`src/rtl/sfr_pkg.sv`:
```
package sfr_pkg;
  localparam int PAGE_W   = 12;
  localparam int OFFS_W   = 9;
  localparam int PRE_BITS = 64;
  localparam int PAGE_LEN = 264;
  localparam logic [7:0] OPC_LO = 8'h68;
  localparam logic [7:0] OPC_HI = 8'hE8;

  typedef enum logic [2:0] {
    ST_IDLE,
    ST_SETUP,
    ST_LO,
    ST_HI,
    ST_HOLD
  } sfr_state_e;
endpackage

```
`src/rtl/sfr_tick.sv`:
```
module sfr_tick #(
  parameter int DIV_W = 8
) (
  input  logic             clk_i,
  input  logic             rst_ni,
  input  logic             run_i,
  input  logic             load_i,
  input  logic [DIV_W-1:0] half_i,
  output logic             tick_o
);
  logic [DIV_W-1:0] cnt_q;

  assign tick_o = run_i && (cnt_q == '0);

  always_ff @(posedge clk_i or negedge rst_ni) begin
    if (!rst_ni)                cnt_q <= '0;
    else if (load_i || tick_o)  cnt_q <= half_i - DIV_W'(1);
    else if (run_i)             cnt_q <= cnt_q - DIV_W'(1);
  end
endmodule

```
`src/rtl/sfr_rx.sv`:
```
module sfr_rx (
  input  logic       clk_i,
  input  logic       rst_ni,
  input  logic       clr_i,
  input  logic       sample_i,
  input  logic       bit_i,
  output logic [7:0] data_o,
  output logic       valid_o
);
  logic [6:0] sr_q;
  logic [2:0] cnt_q;

  always_ff @(posedge clk_i or negedge rst_ni) begin
    if (!rst_ni) begin
      sr_q    <= '0;
      cnt_q   <= '0;
      data_o  <= '0;
      valid_o <= 1'b0;
    end else begin
      valid_o <= 1'b0;
      if (clr_i) begin
        cnt_q <= '0;
      end else if (sample_i) begin
        sr_q  <= {sr_q[5:0], bit_i};
        cnt_q <= cnt_q + 3'd1;
        if (cnt_q == 3'd7) begin
          data_o  <= {sr_q, bit_i};
          valid_o <= 1'b1;
        end
      end
    end
  end
endmodule

```
`src/rtl/sfr_ctrl.sv`:
```
module sfr_ctrl
  import sfr_pkg::*;
#(
  parameter int CNT_W = 16,
  parameter int DIV_W = 8
) (
  input  logic              clk_i,
  input  logic              rst_ni,
  input  logic              start_i,
  input  logic [PAGE_W-1:0] page_i,
  input  logic [OFFS_W-1:0] offset_i,
  input  logic [CNT_W-1:0]  count_i,
  input  logic              op_sel_i,
  input  logic              cpol_i,
  input  logic [DIV_W-1:0]  div_i,
  input  logic              tick_i,
  output logic [DIV_W-1:0]  half_o,
  output logic              load_o,
  output logic              sample_o,
  output logic              cs_n_o,
  output logic              sck_o,
  output logic              mosi_o,
  output logic              busy_o,
  output logic              done_o,
  output logic              err_o
);
  localparam int REM_W = CNT_W + 4;
  localparam int PRE_W = $clog2(PRE_BITS + 1);

  sfr_state_e        state_q;
  logic [PRE_BITS-1:0] tx_q;
  logic [PRE_W-1:0]  pre_q;
  logic [REM_W-1:0]  rem_q;
  logic              cpol_q;
  logic [DIV_W-1:0]  half_q;

  logic              bad, accept;
  logic [DIV_W-1:0]  half_in;
  logic [7:0]        opc;
  logic [PRE_BITS-1:0] frame;

  assign bad     = (offset_i > OFFS_W'(PAGE_LEN - 1)) || (count_i == '0);
  assign accept  = (state_q == ST_IDLE) && start_i && !bad;
  assign half_in = (div_i == '0) ? DIV_W'(1) : div_i;
  assign half_o  = (state_q == ST_IDLE) ? half_in : half_q;
  assign load_o  = accept;
  assign opc     = op_sel_i ? OPC_HI : OPC_LO;
  assign frame   = {opc, 3'b000, page_i, offset_i, 32'h0};
  assign busy_o  = (state_q != ST_IDLE);
  // rising edge is the LO->HI transition; preamble samples are dropped
  assign sample_o = (state_q == ST_LO) && tick_i && (pre_q == '0);

  always_ff @(posedge clk_i or negedge rst_ni) begin
    if (!rst_ni) begin
      state_q <= ST_IDLE;
      tx_q    <= '0;
      pre_q   <= '0;
      rem_q   <= '0;
      cpol_q  <= 1'b0;
      half_q  <= DIV_W'(1);
      cs_n_o  <= 1'b1;
      sck_o   <= 1'b0;
      mosi_o  <= 1'b0;
      done_o  <= 1'b0;
      err_o   <= 1'b0;
    end else begin
      done_o <= 1'b0;
      err_o  <= 1'b0;
      case (state_q)
        ST_IDLE: begin
          sck_o  <= cpol_i;
          mosi_o <= 1'b0;
          if (start_i && bad) begin
            err_o <= 1'b1;
          end else if (accept) begin
            cpol_q  <= cpol_i;
            half_q  <= half_in;
            tx_q    <= frame << 1;
            mosi_o  <= frame[PRE_BITS-1];
            pre_q   <= PRE_W'(PRE_BITS);
            rem_q   <= REM_W'(PRE_BITS) + {count_i, 3'b000};
            cs_n_o  <= 1'b0;
            state_q <= ST_SETUP;
          end
        end
        ST_SETUP: if (tick_i) begin
          sck_o   <= 1'b0;
          state_q <= ST_LO;
        end
        ST_LO: if (tick_i) begin
          sck_o   <= 1'b1;
          rem_q   <= rem_q - REM_W'(1);
          if (pre_q != '0) pre_q <= pre_q - PRE_W'(1);
          state_q <= ST_HI;
        end
        ST_HI: if (tick_i) begin
          if (rem_q == '0) begin
            sck_o   <= cpol_q;
            state_q <= ST_HOLD;
          end else begin
            sck_o   <= 1'b0;
            mosi_o  <= tx_q[PRE_BITS-1];
            tx_q    <= tx_q << 1;
            state_q <= ST_LO;
          end
        end
        ST_HOLD: if (tick_i) begin
          cs_n_o  <= 1'b1;
          sck_o   <= cpol_q;
          done_o  <= 1'b1;
          state_q <= ST_IDLE;
        end
        default: state_q <= ST_IDLE;
      endcase
    end
  end
endmodule

```
`src/rtl/sflash_stream_rd.sv`:
```
module sflash_stream_rd #(
  parameter int CNT_W = 16,
  parameter int DIV_W = 8
) (
  input  logic             clk_i,
  input  logic             rst_ni,
  input  logic             start_i,
  input  logic [11:0]      page_i,
  input  logic [8:0]       offset_i,
  input  logic [CNT_W-1:0] count_i,
  input  logic             op_sel_i,
  input  logic             cpol_i,
  input  logic [DIV_W-1:0] div_i,
  input  logic             miso_i,
  output logic             cs_n_o,
  output logic             sck_o,
  output logic             mosi_o,
  output logic [7:0]       data_o,
  output logic             valid_o,
  output logic             busy_o,
  output logic             done_o,
  output logic             err_o
);
  logic             tick, load, sample;
  logic [DIV_W-1:0] half;

  sfr_tick #(.DIV_W(DIV_W)) u_tick (
    .clk_i  (clk_i),
    .rst_ni (rst_ni),
    .run_i  (busy_o),
    .load_i (load),
    .half_i (half),
    .tick_o (tick)
  );

  sfr_ctrl #(.CNT_W(CNT_W), .DIV_W(DIV_W)) u_ctrl (
    .clk_i    (clk_i),
    .rst_ni   (rst_ni),
    .start_i  (start_i),
    .page_i   (page_i),
    .offset_i (offset_i),
    .count_i  (count_i),
    .op_sel_i (op_sel_i),
    .cpol_i   (cpol_i),
    .div_i    (div_i),
    .tick_i   (tick),
    .half_o   (half),
    .load_o   (load),
    .sample_o (sample),
    .cs_n_o   (cs_n_o),
    .sck_o    (sck_o),
    .mosi_o   (mosi_o),
    .busy_o   (busy_o),
    .done_o   (done_o),
    .err_o    (err_o)
  );

  sfr_rx u_rx (
    .clk_i    (clk_i),
    .rst_ni   (rst_ni),
    .clr_i    (load),
    .sample_i (sample),
    .bit_i    (miso_i),
    .data_o   (data_o),
    .valid_o  (valid_o)
  );
endmodule

```
`config.mk`:
```
export PLATFORM = sky130hd
export DESIGN_NAME = sflash_stream_rd
export DESIGN_NICKNAME = d
export VERILOG_FILES = /design/src/rtl/sfr_pkg.sv /design/src/rtl/sfr_tick.sv /design/src/rtl/sfr_rx.sv /design/src/rtl/sfr_ctrl.sv /design/src/rtl/sflash_stream_rd.sv
export SDC_FILE = /design/constraint.sdc
export NUM_CORES = 1
export LEC_CHECK = 0
export BUFFER_PORTS_ARGS = -buffer_cell sky130_fd_sc_hd__buf_4
export CORE_MARGIN = 4
export CORE_UTILIZATION = 58
export DETAILED_ROUTE_END_ITERATION = 12
export PLACE_DENSITY = 0.8
export SLEW_MARGIN = 10
export SYNTH_ARGS = -nofsm -noshare
export SYNTH_HDL_FRONTEND = slang
export SYNTH_SLANG_ARGS = --single-unit
```
`constraint.sdc`:
```
create_clock -name clk_i -period 3.2 [get_ports clk_i]
set_input_delay 0.32 -clock clk_i [delete_from_list [all_inputs] [get_ports clk_i]]
set_output_delay 0.32 -clock clk_i [all_outputs]
set_load 0.01 [all_outputs]
```
==> results.json, run 1 <==
{
  "hold_path.class": "in2async",
  "period_minus_ws_final_ns": 2.938,
  "outcome": "complete, but fails checks",
  "synth-main-ff-cell": "sky130_fd_sc_hd__dfrtp_1",
  "drt_iter0_markers": 330,
  "cts.repair_timing.setup_buffer_count": 0,
  "placeableCoreArea_sq_um": 8891,
  "peakVddDrop_v": 0.0003557,
  "flow.area_growth_from_synthesis_pct": 15.26,
  "max_slew.worst_pin.slew_ns": 0.7584,
  "cp_cell_sequence": "or4b_1, a211o_1, o21ai_1, nand3_1, o21ai_0, ha_1, o2111a_2, a21oi_1, a31oi_1, o22a_1",
  "grtUsageTotal_pct": 23.16,
  "drt-pass1-iter-count": 5,
  "finalSetupViolations": 0,
  "synth.net_count": 676,
  "synth_top_cells_by_count": "sky130_fd_sc_hd__nand2_1, sky130_fd_sc_hd__dfrtp_1, sky130_fd_sc_hd__nor2_1",
  "gp_congestion": 0.9328,
  "worst_path_max_fanout": 8,
  "final_layout_size_suffix_gt1_share_pct": 19.33,
  "finalMaxSlewViolations": 0,
  "register_area_share_after_synthesis_pct": 47.28,
  "route.vias.total": 4718,
  "worst_path_max_delay_cell": "sky130_fd_sc_hd__or4b_1",
  "totalNegativeSetupSlack_ns": 0,
  "total_number_of_yosys_warnings": 0,
  "cts_buffers": 9,
  "n_antenna_cell": 0,
  "first_global_vias": 4569,
  "post_synth_num_cell_types": 61,
  "post_synth_inst_count": 618,
  "power.density_nw_per_um2": 724.6,
  "cts_resized": 0,
  "dp_hpwl_um": 8878,
  "cts_num_sinks": 102,
  "ys_seq_elements": 102,
  "layout_worst_path_cycle_share_pct": 91.82,
  "critPathKind": "reg2reg",
  "cts_tree": "done",
  "cp_num_buf_inv": 0,
  "clock_tree.buffer_depth": 2,
  "preCtsSetupSlack_ns": 0.3124,
  "cp.arrival_ns": 3.24,
  "clock_skew_ns": 0.01443,
  "io-pin-count": 66,
  "max_freq_ghz": 0.3403,
  "die_y_um": 104.5,
  "routed_via_density": 5.965,
  "post_synth_main_area_contributors": "sky130_fd_sc_hd__dfrtp_1, sky130_fd_sc_hd__nand2_1, sky130_fd_sc_hd__nor2_1, sky130_fd_sc_hd__o21ai_0, sky130_fd_sc_hd__mux2_2",
  "synth_enable_flop_cells": 0,
  "grt_first_pass_wirelength_um": 21220,
  "wl_per_cell_um": 15.48,
  "async_reset_ff_share_pct": 100.0,
  "placed_area_sq_um": 6045,
  "rsz0062_at_grt": "false",
  "max_stage_delay_ns": 0.58,
  "hold_viol": 3,
  "post-synth-top-area-fraction_pct": 46.31,
  "floorplan.die.width_um": 104.5,
  "largest_net_degree_at_the_start_of_global_routing": 62,
  "clk_pin_slew_ns": 0.10,
  "crit_path_start_kind": "flip-flop",
  "yosysMostFrequentCell": "sky130_fd_sc_hd__nand2_1",
  "initial_core_util_pct": 60.78,
  "antenna_violations_before_repair": 0,
  "number_of_maximum_capacitance_violations": 0,
  "fin_area_sq_um": 6228,
  "post-synth-top-area-cell": "sky130_fd_sc_hd__dfrtp_1",
  "final_antenna_net_count": 0,
  "fin_worst_hold_slack_ns": -0.007189,
  "worstSkewPairLatency_ns": 0.36,
  "cts-root-buf": "sky130_fd_sc_hd__clkbuf_8",
  "final_util_pct": 70.05,
  "setup_slack_ns": 0.2617,
  "grt-ovfl-total": 0,
  "placedCellCount": 776,
  "ctsHoldBuffers": 0,
  "synthesis.area_sq_um": 5404,
  "cp-end-kind": "flip-flop",
  "fp.dieArea_sq_um": 10930,
  "worst_ep_required_time_ns": 3.50,
  "row_count": 34,
  "detail_route.drc_violations": 0,
  "p_total_mw": 4.513,
  "p_leak_nw": 2.783,
  "nNetsFinal": 737,
  "worst_path_dominant_cell_family": "compound AO/OA/AOI/OAI gates",
  "slew-limit-headroom_pct": 49.39,
  "fillers": 692,
  "failing_checks": "negative hold slack",
  "htree_levels": 3,
  "place.port_buffers": 65,
  "fin_cells": 791,
  "avg_inst_size_synth_sq_um": 8.744,
  "route.final.wire_length_um": 12250
}
[final cells by class]
cell class              instances  area, sq um  area share (%)
multi-input cells             460         2641           42.41
flip-flops and latches        102         2555           41.02
repair buffers                 84        630.6           10.12
well taps                     108        135.1           2.170
clock buffers                   9        123.9           1.989
inverters                      22        82.58           1.326
clock inverters                 6        60.06          0.9642
[cell usage in the layout (no fill, tap or decap), types with 2 or more instances in the layout]
cell type | synthesis | final
sky130_fd_sc_hd__o31a_1 | 2 | 2
sky130_fd_sc_hd__nor3_1 | 16 | 15
sky130_fd_sc_hd__o31ai_1 | 3 | 2
sky130_fd_sc_hd__mux2_2 | 16 | 16
sky130_fd_sc_hd__a31oi_1 | 28 | 28
sky130_fd_sc_hd__a211oi_1 | 5 | 5
sky130_fd_sc_hd__clkinv_4 | 0 | 2
sky130_fd_sc_hd__nor3_2 | 2 | 3
sky130_fd_sc_hd__and3_1 | 8 | 8
sky130_fd_sc_hd__dfstp_2 | 2 | 2
sky130_fd_sc_hd__nor4_1 | 13 | 13
sky130_fd_sc_hd__o22ai_1 | 5 | 5
sky130_fd_sc_hd__a21o_1 | 3 | 3
sky130_fd_sc_hd__nand2_1 | 107 | 107
sky130_fd_sc_hd__nor4_2 | 2 | 2
sky130_fd_sc_hd__o32ai_1 | 2 | 2
sky130_fd_sc_hd__o211ai_1 | 2 | 2
sky130_fd_sc_hd__xor2_1 | 3 | 3
sky130_fd_sc_hd__inv_1 | 22 | 22
sky130_fd_sc_hd__nand4_1 | 5 | 5
sky130_fd_sc_hd__xnor2_1 | 15 | 15
sky130_fd_sc_hd__o22a_1 | 3 | 3
sky130_fd_sc_hd__clkbuf_8 | 0 | 9
sky130_fd_sc_hd__nand3_1 | 23 | 23
sky130_fd_sc_hd__a21oi_1 | 32 | 32
sky130_fd_sc_hd__mux2i_1 | 6 | 6
sky130_fd_sc_hd__buf_4 | 0 | 84
sky130_fd_sc_hd__or2_2 | 2 | 2
sky130_fd_sc_hd__o21ai_0 | 45 | 45
sky130_fd_sc_hd__dfrtp_1 | 100 | 100
sky130_fd_sc_hd__ha_1 | 7 | 7
sky130_fd_sc_hd__clkinvlp_4 | 0 | 2
sky130_fd_sc_hd__and4_1 | 3 | 3
sky130_fd_sc_hd__nand2b_1 | 2 | 2
sky130_fd_sc_hd__a22oi_1 | 6 | 6
sky130_fd_sc_hd__nor2_2 | 1 | 2
sky130_fd_sc_hd__or3_1 | 5 | 5
sky130_fd_sc_hd__nor2_1 | 65 | 64
[final timing paths]
kind	startpoint	end	slack (ns)	cells after the start
min in group clk_i	div_i[6]	u_ctrl.half_q[6]$_DFFE_PN0P_	0.17	3
hold / removal	rst_ni	u_rx.data_o[4]$_DFFE_PN0P_	-0.007	1
max in group asynchronous	rst_ni	u_ctrl.tx_q[62]$_DFFE_PN0P_	2.37	2
setup / recovery	u_ctrl.state_q[2]$_DFFE_PN0P_	u_tick.cnt_q[4]$_DFFE_PN0P_	0.26	10
setup reg to reg	u_ctrl.state_q[2]$_DFFE_PN0P_	u_tick.cnt_q[4]$_DFFE_PN0P_	0.26	10
hold reg to reg	u_ctrl.half_q[5]$_DFFE_PN0P_	u_ctrl.half_q[5]$_DFFE_PN0P_	0.49	2
[worst reg2reg max path: cells and delay by family (launching register included)]
family | cells | cell delay, ns
compound gates | 7 | 1.44
fa+ha+maj | 1 | 0.27
flops | 1 | 0.48
simple gates | 2 | 0.69
[flip-flops by register name, summed over array words and instances, names as in the netlist]
name,count
u_ctrl.cpol_q,1
u_ctrl.cs_n_o,1
u_ctrl.done_o,1
u_ctrl.err_o,1
u_ctrl.half_q,8
u_ctrl.mosi_o,1
u_ctrl.pre_q,7
u_ctrl.rem_q,20
u_ctrl.sck_o,1
u_ctrl.state_q,3
u_ctrl.tx_q,31
u_rx.cnt_q,3
u_rx.data_o,8
u_rx.sr_q,7
u_rx.valid_o,1
u_tick.cnt_q,8
[cell families (layout without fill, tap and decap cells)]
kind of cell,count (synthesis),count (layout),share of synthesized area (%)
AND/OR/NAND/NOR,263,263,22.44
buffers and inverters,56,121,4.237
multiplexers,22,22,4.445
AO/OA/AOI/OAI,150,150,17.06
flip-flops,102,102,47.28
adder cells (fa/ha/maj),7,7,1.621
XOR/XNOR,18,18,2.918
[layer usage]
metal  GRT usage (%)  up-vias  part of all wire, %
met1           31.78     2276                   46
met4           6.553        0                 0.93
li1                -     2299                    -
met5               0        -                    0
met2           38.19      129                   49
met3           3.849       14                  4.6
[power by group]
part / internal (mW) / total [mW] / switching (mW)
clock network: 0.294 / 0.769 / 0.476
registers: 1.74 / 2.15 / 0.410
logic: 0.689 / 1.59 / 0.901
total: 2.73 / 4.51 / 1.79
Note: power is estimated with default switching activity, not from simulation.
==> inputs of run 2 (changes only) <==
--- a/config.mk
+++ b/config.mk
@@ -10,6 +10,7 @@
 export CORE_UTILIZATION = 58
 export DETAILED_ROUTE_END_ITERATION = 12
 export PLACE_DENSITY = 0.8
+export REMOVE_ABC_BUFFERS = 1
 export SLEW_MARGIN = 10
 export SYNTH_ARGS = -nofsm -noshare
 export SYNTH_HDL_FRONTEND = slang
==> run 2 against run 1 <==
The run now ends clean. Wire length shrank 0.38%. Hold slack better by 0.063 ns. First-iteration DRC count shrank 20%. Power shrank 0.47%. Clock power barely moved. Worst setup slack improved by 0.089 ns. Flip-flop and latch count unchanged. Non-clock buffer count rose by 1. Largest cell class unchanged. Largest power group unchanged.
==> results.json, run 2 (same netlist as run 1, synthesis figures left out) <==
{
  "rsz0062_at_grt": "false",
  "slew-limit-headroom_pct": 40.35,
  "worst_path_max_delay_cell": "sky130_fd_sc_hd__or4b_1",
  "registers_with_the_most_flip_flops": "u_ctrl.tx_q (31), u_ctrl.rem_q (20)",
  "gp_congestion": 0.8652,
  "hold_viol": 0,
  "cp.arrival_ns": 3.12,
  "worst_path_dominant_cell_family": "compound AO/OA/AOI/OAI gates",
  "cts_num_sinks": 102,
  "wl_per_cell_um": 15.39,
  "final_layout_size_suffix_gt1_share_pct": 19.56,
  "grt-ovfl-total": 0,
  "worstSkewPairLatency_ns": 0.38,
  "finalSetupViolations": 0,
  "die_y_um": 104.5,
  "cts_buffers": 9,
  "mostFrequentLayoutCell": "sky130_fd_sc_hd__nand2_1",
  "hold_path.class": "in2async",
  "met1_length_um": 5393,
  "largest_reg_flops": 31,
  "n_antenna_cell": 0,
  "drt_iter0_markers": 264,
  "htree_levels": 3,
  "floorplan.die.width_um": 104.5,
  "grtUsageTotal_pct": 22.98,
  "drt-pass1-iter-count": 6,
  "routed.top_layer": "met4",
  "row_count": 34,
  "met3RoutedLength_um": 625,
  "detail_route.drc_violations": 0,
  "clock_tree.buffer_depth": 2,
  "worst_path_max_fanout": 8,
  "register_ranked_first_by_flip_flop_count": "u_ctrl.tx_q",
  "outcome": "completed",
  "fillers": 697,
  "max_freq_ghz": 0.3509,
  "route.vias.total": 4720,
  "critPathKind": "reg2reg",
  "period_minus_ws_final_ns": 2.850,
  "final_cell_mix": "sky130_fd_sc_hd__nand2_1, sky130_fd_sc_hd__dfrtp_1, sky130_fd_sc_hd__buf_4, sky130_fd_sc_hd__nor2_1, sky130_fd_sc_hd__o21ai_0",
  "first_global_vias": 4477,
  "number_of_maximum_capacitance_violations": 0,
  "largest_net_degree_at_the_start_of_global_routing": 75,
  "max_slew.worst_pin.slew_ns": 0.8948,
  "routed_via_density": 5.952,
  "p_leak_nw": 2.791,
  "totalNegativeSetupSlack_ns": 0,
  "io-pin-count": 66,
  "clk_pin_slew_ns": 0.10,
  "clock_skew_ns": 0.01083,
  "peakVddDrop_v": 0.0005131,
  "grt_first_pass_wirelength_um": 20870,
  "route.met2.wl_um": 5952,
  "placeableCoreArea_sq_um": 8891,
  "flow.area_growth_from_synthesis_pct": 15.33,
  "worst_ep_required_time_ns": 3.47,
  "cp_num_buf_inv": 0,
  "cts-root-buf": "sky130_fd_sc_hd__clkbuf_8",
  "preCtsSetupSlack_ns": 0.3983,
  "cp_cell_sequence": "or4b_1, a211o_1, nor2_1, nor2_1, a211oi_1, a21oi_1, ha_1, o2111a_2, a311o_1, o21ai_0, a21oi_1",
  "final_antenna_net_count": 0,
  "antenna_violations_before_repair": 0,
  "route.final.wire_length_um": 12200,
  "max_stage_delay_ns": 0.58,
  "cts_tree": "done",
  "finalMaxSlewViolations": 0,
  "dp_hpwl_um": 8676,
  "nNetsFinal": 738,
  "cp-end-kind": "flip-flop",
  "crit_path_start_kind": "flip-flop",
  "power.density_nw_per_um2": 720.8,
  "setup_slack_ns": 0.3503,
  "fp.dieArea_sq_um": 10930,
  "place.port_buffers": 65,
  "initial_core_util_pct": 60.78,
  "layout_worst_path_cycle_share_pct": 89.05,
  "cts_resized": 0,
  "cts.repair_timing.setup_buffer_count": 0,
  "ctsHoldBuffers": 0
}
## run 2: cell count changes in the layout (fill, tap and decap cells not counted), sizes merged
cell,before,now
clkinv,3,2
buf,84,85
inv,23,25
## run 2: worst paths after layout
check	startpoint	depth (start not counted)	to	slack, ns
setup / recovery	u_ctrl.state_q[2]$_DFFE_PN0P_	11	u_tick.cnt_q[6]$_DFFE_PN0P_	0.35
min in group clk_i	div_i[6]	3	u_ctrl.half_q[6]$_DFFE_PN0P_	0.15
setup reg to reg	u_ctrl.state_q[2]$_DFFE_PN0P_	11	u_tick.cnt_q[6]$_DFFE_PN0P_	0.35
hold reg to reg	u_ctrl.half_q[2]$_DFFE_PN0P_	2	u_ctrl.half_q[2]$_DFFE_PN0P_	0.50
hold / removal	rst_ni	1	u_rx.data_o[6]$_DFFE_PN0P_	0.06
max in group asynchronous	rst_ni	2	u_ctrl.rem_q[14]$_DFFE_PN0P_	2.34
## run 2: area by class of cell
cell class	instances	area, sq um	share of cell area (%)
clock inverter	7	56.30	0.9034
inverter	22	82.58	1.325
multi-input combinational	460	2641	42.38
sequential	102	2555	41.00
timing repair buffer	85	638.1	10.24
clock buffer	9	123.9	1.988
tap	108	135.1	2.168
## run 2: per-stage QoR
| step | total power [mW] | util, % | instances | hold WS, ns | instance area [sq um] |
|---|---|---|---|---|---|
| 6_report | 4.492 | 70.10 | 793 | 0.05551 | 6232 |
| 5_1_grt | 4.865 | 70.10 | 793 | 0.1305 | 6232 |
| 4_1_cts | 4.504 | 70.10 | 793 | 0.09424 | 6232 |
| 3_5_place_dp | 3.732 | 68.07 | 777 | 0.4704 | 6052 |
| 3_3_place_gp | 3.641 | 68.07 | 777 | 0.4595 | 6052 |
| 2_1_floorplan | 3.192 | - | 584 | 0.02441 | 5258 |
## run 2: power breakdown
group / switching (mW) / internal, mW / total (mW) / leakage [nW]
sequential: 0.404 / 1.74 / 2.15 / 1.25
clock: 0.476 / 0.293 / 0.769 / 0.0895
combinational: 0.894 / 0.682 / 1.58 / 1.45
## run 2: layer usage
layer,global-route usage [%],vias up
met2,37.27,122
li1,-,2309
met1,31.03,2265
met5,0,-
met3,4.966,24
met4,7.217,0
